===== config.mk =====
export PLATFORM = sky130hd
export DESIGN_NAME = mem_move_seq
export DESIGN_NICKNAME = d
export VERILOG_FILES = /design/src/rtl/mv_pkg.sv /design/src/rtl/mv_ctrl.sv /design/src/rtl/mv_path.sv /design/src/rtl/mem_move_seq.sv
export SDC_FILE = /design/constraint.sdc
export NUM_CORES = 1
export LEC_CHECK = 0
export BUFFER_PORTS_ARGS = -buffer_cell sky130_fd_sc_hd__buf_4
export CAP_MARGIN = 20
export CORE_MARGIN = 4
export CORE_UTILIZATION = 58
export CTS_CLUSTER_SIZE = 28
export DETAILED_ROUTE_END_ITERATION = 10
export PLACE_DENSITY = 0.93
export SLEW_MARGIN = 20
export SYNTH_ARGS = -nofsm -noshare
export SYNTH_HDL_FRONTEND = slang
export SYNTH_SLANG_ARGS = --single-unit

===== constraint.sdc =====
create_clock -name clk -period 5.4 [get_ports clk]
set_input_delay 0 -clock clk [delete_from_list [all_inputs] [get_ports clk]]
set_output_delay 0 -clock clk [all_outputs]
set_load 0.05 [all_outputs]

===== src/rtl/mv_pkg.sv =====
package mv_pkg;

  typedef enum logic [1:0] {
    MV_DD = 2'd0,
    MV_ID = 2'd1,
    MV_XD = 2'd2,
    MV_DX = 2'd3
  } mv_mode_e;

  typedef enum logic [2:0] {
    MV_IDLE  = 3'd0,
    MV_OPND1 = 3'd1,
    MV_OPND2 = 3'd2,
    MV_LOAD  = 3'd3,
    MV_STORE = 3'd4
  } mv_state_e;

  // first phase after an accepted start
  function automatic mv_state_e mv_first(input mv_mode_e m);
    return (m == MV_XD) ? MV_LOAD : MV_OPND1;
  endfunction

  // successor of a busy phase for the latched variant
  function automatic mv_state_e mv_next(input mv_state_e s, input mv_mode_e m);
    mv_state_e n;
    n = MV_IDLE;
    case (s)
      MV_OPND1: n = (m == MV_DX) ? MV_LOAD : MV_OPND2;
      MV_OPND2: n = (m == MV_DD) ? MV_LOAD : MV_STORE;
      MV_LOAD:  n = (m == MV_XD) ? MV_OPND2 : MV_STORE;
      default:  n = MV_IDLE;
    endcase
    return n;
  endfunction

  // variants whose indexed side advances the index pair
  function automatic logic mv_uses_idx(input mv_mode_e m);
    return (m == MV_XD) || (m == MV_DX);
  endfunction

endpackage


===== src/rtl/mv_ctrl.sv =====
module mv_ctrl
  import mv_pkg::*;
(
  input  logic      clk,
  input  logic      rst_n,
  input  logic      accept_i,
  input  mv_mode_e  mode_i,
  output mv_state_e state_o,
  output mv_mode_e  mode_o
);

  mv_state_e state_q;
  mv_mode_e  mode_q;

  always_ff @(posedge clk or negedge rst_n) begin
    if (!rst_n) begin
      state_q <= MV_IDLE;
      mode_q  <= MV_DD;
    end else if (accept_i) begin
      state_q <= mv_first(mode_i);
      mode_q  <= mode_i;
    end else if (state_q != MV_IDLE) begin
      state_q <= mv_next(state_q, mode_q);
    end
  end

  assign state_o = state_q;
  assign mode_o  = mode_q;

endmodule


===== src/rtl/mv_path.sv =====
module mv_path
  import mv_pkg::*;
#(
  parameter int ADDR_W = 16,
  parameter int DATA_W = 8
) (
  input  logic              clk,
  input  logic              rst_n,
  input  logic              accept_i,
  input  mv_state_e         state_i,
  input  mv_mode_e          mode_i,
  input  logic [ADDR_W-1:0] pc_i,
  input  logic [ADDR_W-1:0] hx_i,
  input  logic [DATA_W-1:0] rdata_i,
  output logic [ADDR_W-1:0] addr_o,
  output logic              rd_o,
  output logic              wr_o,
  output logic [DATA_W-1:0] wdata_o,
  output logic [ADDR_W-1:0] hx_base_o,
  output logic [ADDR_W-1:0] pc_o,
  output logic [ADDR_W-1:0] hx_o,
  output logic              z_o,
  output logic              done_o
);

  localparam int PAD_W = ADDR_W - DATA_W;

  function automatic logic [ADDR_W-1:0] inc_wrap(input logic [ADDR_W-1:0] x);
    return x + ADDR_W'(1);
  endfunction

  function automatic logic [ADDR_W-1:0] page0(input logic [DATA_W-1:0] b);
    return {{PAD_W{1'b0}}, b};
  endfunction

  function automatic logic all_zero(input logic [DATA_W-1:0] b);
    return ~|b;
  endfunction

  logic [ADDR_W-1:0] ptr_q, hx_q;
  logic [DATA_W-1:0] src_q, dst_q, val_q;

  // address and strobes per phase
  always_comb begin
    addr_o = '0;
    rd_o   = 1'b0;
    wr_o   = 1'b0;
    case (state_i)
      MV_OPND1, MV_OPND2: begin
        addr_o = ptr_q;
        rd_o   = 1'b1;
      end
      MV_LOAD: begin
        addr_o = (mode_i == MV_XD) ? hx_q : page0(src_q);
        rd_o   = 1'b1;
      end
      MV_STORE: begin
        addr_o = (mode_i == MV_DX) ? hx_q : page0(dst_q);
        wr_o   = 1'b1;
      end
      default: ;
    endcase
  end

  assign wdata_o   = val_q;
  assign hx_base_o = hx_q;

  // operand capture
  always_ff @(posedge clk or negedge rst_n) begin
    if (!rst_n) begin
      ptr_q <= '0;
      hx_q  <= '0;
      src_q <= '0;
      dst_q <= '0;
      val_q <= '0;
    end else if (accept_i) begin
      ptr_q <= pc_i;
      hx_q  <= hx_i;
    end else begin
      case (state_i)
        MV_OPND1: begin
          ptr_q <= inc_wrap(ptr_q);
          if (mode_i == MV_ID) val_q <= rdata_i;
          else                 src_q <= rdata_i;
        end
        MV_OPND2: begin
          ptr_q <= inc_wrap(ptr_q);
          dst_q <= rdata_i;
        end
        MV_LOAD: val_q <= rdata_i;
        default: ;
      endcase
    end
  end

  // results, published together with the done pulse
  always_ff @(posedge clk or negedge rst_n) begin
    if (!rst_n) begin
      pc_o   <= '0;
      hx_o   <= '0;
      z_o    <= 1'b0;
      done_o <= 1'b0;
    end else begin
      done_o <= (state_i == MV_STORE);
      if (state_i == MV_STORE) begin
        pc_o <= ptr_q;
        hx_o <= mv_uses_idx(mode_i) ? inc_wrap(hx_q) : hx_q;
        z_o  <= all_zero(val_q);
      end
    end
  end

endmodule


===== src/rtl/mem_move_seq.sv =====
module mem_move_seq
  import mv_pkg::*;
#(
  parameter int ADDR_W = 16,
  parameter int DATA_W = 8
) (
  input  logic              clk,
  input  logic              rst_n,
  input  logic              start_i,
  input  logic              word_req_i,
  input  logic [1:0]        mode_i,
  input  logic [ADDR_W-1:0] pc_i,
  input  logic [ADDR_W-1:0] hx_i,
  input  logic [DATA_W-1:0] mem_rdata_i,
  output logic [ADDR_W-1:0] mem_addr_o,
  output logic              mem_rd_o,
  output logic              mem_wr_o,
  output logic [DATA_W-1:0] mem_wdata_o,
  output logic [ADDR_W-1:0] pc_o,
  output logic [ADDR_W-1:0] hx_o,
  output logic              z_o,
  output logic              done_o
);

  mv_state_e         state_w;
  mv_mode_e          mode_q_w;
  logic              busy_w;
  logic              accept_w;
  logic [ADDR_W-1:0] hx_base_w;

  assign busy_w   = (state_w != MV_IDLE);
  assign accept_w = start_i && !word_req_i && !busy_w;

  mv_ctrl u_ctrl (
    .clk     (clk),
    .rst_n   (rst_n),
    .accept_i(accept_w),
    .mode_i  (mv_mode_e'(mode_i)),
    .state_o (state_w),
    .mode_o  (mode_q_w)
  );

  mv_path #(.ADDR_W(ADDR_W), .DATA_W(DATA_W)) u_path (
    .clk      (clk),
    .rst_n    (rst_n),
    .accept_i (accept_w),
    .state_i  (state_w),
    .mode_i   (mode_q_w),
    .pc_i     (pc_i),
    .hx_i     (hx_i),
    .rdata_i  (mem_rdata_i),
    .addr_o   (mem_addr_o),
    .rd_o     (mem_rd_o),
    .wr_o     (mem_wr_o),
    .wdata_o  (mem_wdata_o),
    .hx_base_o(hx_base_w),
    .pc_o     (pc_o),
    .hx_o     (hx_o),
    .z_o      (z_o),
    .done_o   (done_o)
  );

endmodule


==> results.toml <==
[outcome]
outcome = "finished, final reports clean"

[synth]
ys_ff_latch = 95
syn_area_mm2 = 0.004511
synth_area_leaders = "dfrtp_1 53%, mux2_2 13%, xnor2_1 3.9%"
syn-num-nets = 444
synth_edf_count = 0
async_flop_share = 1.000
synthXorXnorAreaFrac = 0.06019
postSynthCellCount = 396
ys_warn_count = 0
synth_compound_area_frac = 0.08377
avgSynthCellArea_um2 = 11.39
synthFlopType = "dfrtp_1"
synth_top_family_by_area = "multiplexers"
seq_area_frac_synth = 0.5270
synth_fa_ha_area_frac = 0.005548
yosysUniqueCellTypes = 45
synthSimpleGateAreaFrac = 0.1370
synth_top_area_frac = 0.5270
synthMuxAreaShare = 0.1492
yosys.area.top_type = "dfrtp_1"

[cts]
clockBufferDepth = 2
htreeDepth = 3
clkSinkCount = 95
cts_root_buffer = "clkbuf_8"
clkSlewWorstSetupHoldPaths_ps = 100
cts_made_buffers = 9
cts_resized = 0
insertion_delay_ps = 360
hold_buffers = 44
cts_tree = "done"
post_cts_buffers = 0

[die]
core_area_mm2 = 0.007408
row_count = 31
ios = 106
die_h_um = 96.19
die_x_um = 96.19
initial_utilization = 0.6088
dieArea_mm2 = 0.009252

[grt]
grt_util_all_layers = 0.2688
grt_pass1_wl_mm = 18.62
grt_max_degree = 61
antenna_found_initial = 0
grt_overflow = 0
grt_pass1_vias = 3751

[place]
gp_congestion = 0.8758
placed_area_mm2 = 0.005313
io_buffers = 105
dpl.hpwl_mm = 7.899

[timing]
finalCriticalPeriod_ps = 2957
tns_ps = 0
post-route-period-util = 0.5476
final_max_slew_viol_count = 0
setup_violations = 0
rsz0062_at_grt = "false"
hold_viol = 0
max_freq_mhz = 338.2
finClkSkew_ps = 8.284
relSlewSlack = 0.4886
worst_slew_pin_slew_ps = 767.1

[detailed_routing]
drc = 0
dr.max_layer_used = "met4"
drt_iter0_drc = 272
wl_met2_mm = 6.086
postRouteAntennaNets = 0
wl_met3_um = 754
vias = 3660
vias_per_cell = 5.719
routedLengthMet1_mm = 4.819
first_pass_iters = 5
drt_wl_total_mm = 11.92
avgRoutedWirePerCell_um = 18.63

[cells_and_area]
nets = 584
drive_gt1_frac = 0.3494
final_area_mm2 = 0.005937
regArea_mm2 = 0.002377
nFillCells = 457
multiInputGateArea_mm2 = 0.001981
antenna_cells = 0
area_growth_pct = 31.62

[critical_path]
worst-setup-path-type = "reg2out"
r2r_setup_slack_ps = 2980
path_max_fanout = 53
crit_required_ps = 5400
cp_data_arrival_time_ps = 2960
critPathLaunchType = "flip-flop"
critPathCaptureType = "output pin"

[worst_hold_path]
min_path_type = "in2async"

[flow_run]
cap_violations = 0
## cell usage in the layout (no fill, tap or decap), types with 7 or more instances in the layout
cell,count
dlygate4sd3_1,44
clkbuf_8,9
nor2_1,41
inv_1,8
a22o_1,7
nand2_1,31
xor2_1,11
nand4_1,8
xnor2_1,20
a21oi_1,32
dfrtp_1,95
buf_4,108
a222oi_1,7
mux2_2,53
nand3_1,8
## synth_stat cells, types with 6 or more instances
| cell | n |
|---|---|
| nand4_1 | 8 |
| xnor2_1 | 20 |
| nand3_1 | 9 |
| a222oi_1 | 7 |
| xor2_1 | 11 |
| a21oi_1 | 32 |
| buf_2 | 10 |
| nor3_1 | 6 |
| inv_1 | 8 |
| nand2_1 | 31 |
| clkbuf_1 | 6 |
| nor2_1 | 41 |
| a22o_1 | 7 |
| mux2_2 | 53 |
| dfrtp_1 | 95 |
## stage by stage
stage            util  setup slack (ps)  cells  hold WS (ps)
2_1_floorplan       -              3643    396        -295.6
3_3_place_gp   0.7171              3047    580        -24.36
3_5_place_dp   0.7171              2888    580        -22.84
4_1_cts        0.8000              2486    640         139.5
5_1_grt        0.8014              2255    640         157.1
6_report       0.8014              2443    640         128.9
## registers in the layout (all words and copies together) (netlist names)
signal            flops
u_path.src_q          8
u_path.hx_base_o     16
u_ctrl.mode_o         2
u_path.done_o         1
u_path.wdata_o        8
u_path.dst_q          8
u_path.pc_o          16
u_path.hx_o          16
u_path.ptr_q         16
u_ctrl.state_o        3
u_path.z_o            1
## cell families after synthesis
kind of cell,after synthesis
AO/OA/AOI/OAI,58
multiplexers,60
XOR/XNOR,31
flip-flops,95
adder cells (fa/ha/maj),2
buffers and inverters,31
AND/OR/NAND/NOR,119
## per-layer routing
metal,up-vias,track usage
met5,-,0
met4,0,0.09242
met3,22,0.05629
met2,143,0.4635
met1,1825,0.3344
li1,1670,-
## layout make-up
type                    instances  area share
clock buffers                  10     0.02150
clock inverters                 6    0.007798
inverters                       8    0.005058
multi-input cells             270      0.3336
flip-flops and latches         95      0.4004
well taps                      99     0.02086
repair buffers                152      0.2107
## critical path, cell delays in order (launching register included)
cell,delay [ps]
dfrtp_1,620
nor3b_4,260
buf_4,490
a21boi_1,660
a222oi_1,170
nand2_1,160
buf_4,210
## path summary, 6_finish.rpt
kind,from,end,cells past startpoint
worst max register to register,u_ctrl.state_o[0]$_DFFE_PN0P_,u_ctrl.state_o[1]$_DFFE_PN0P_,4
worst min-delay path,rst_n,u_path.hx_base_o[9]$_DFFE_PN0P_,2
max in group asynchronous,rst_n,u_path.pc_o[1]$_DFFE_PN0N_,3
worst min register to register,u_path.pc_o[6]$_DFFE_PN0N_,u_path.pc_o[6]$_DFFE_PN0N_,1
min in group clk,start_i,u_path.ptr_q[6]$_DFFE_PN0P_,3
worst max-delay path,u_ctrl.state_o[2]$_DFFE_PN0P_,mem_addr_o[7],6
Power is not shown: default switching activity piles up to over one toggle a cycle in this logic, so the estimate is an artifact.
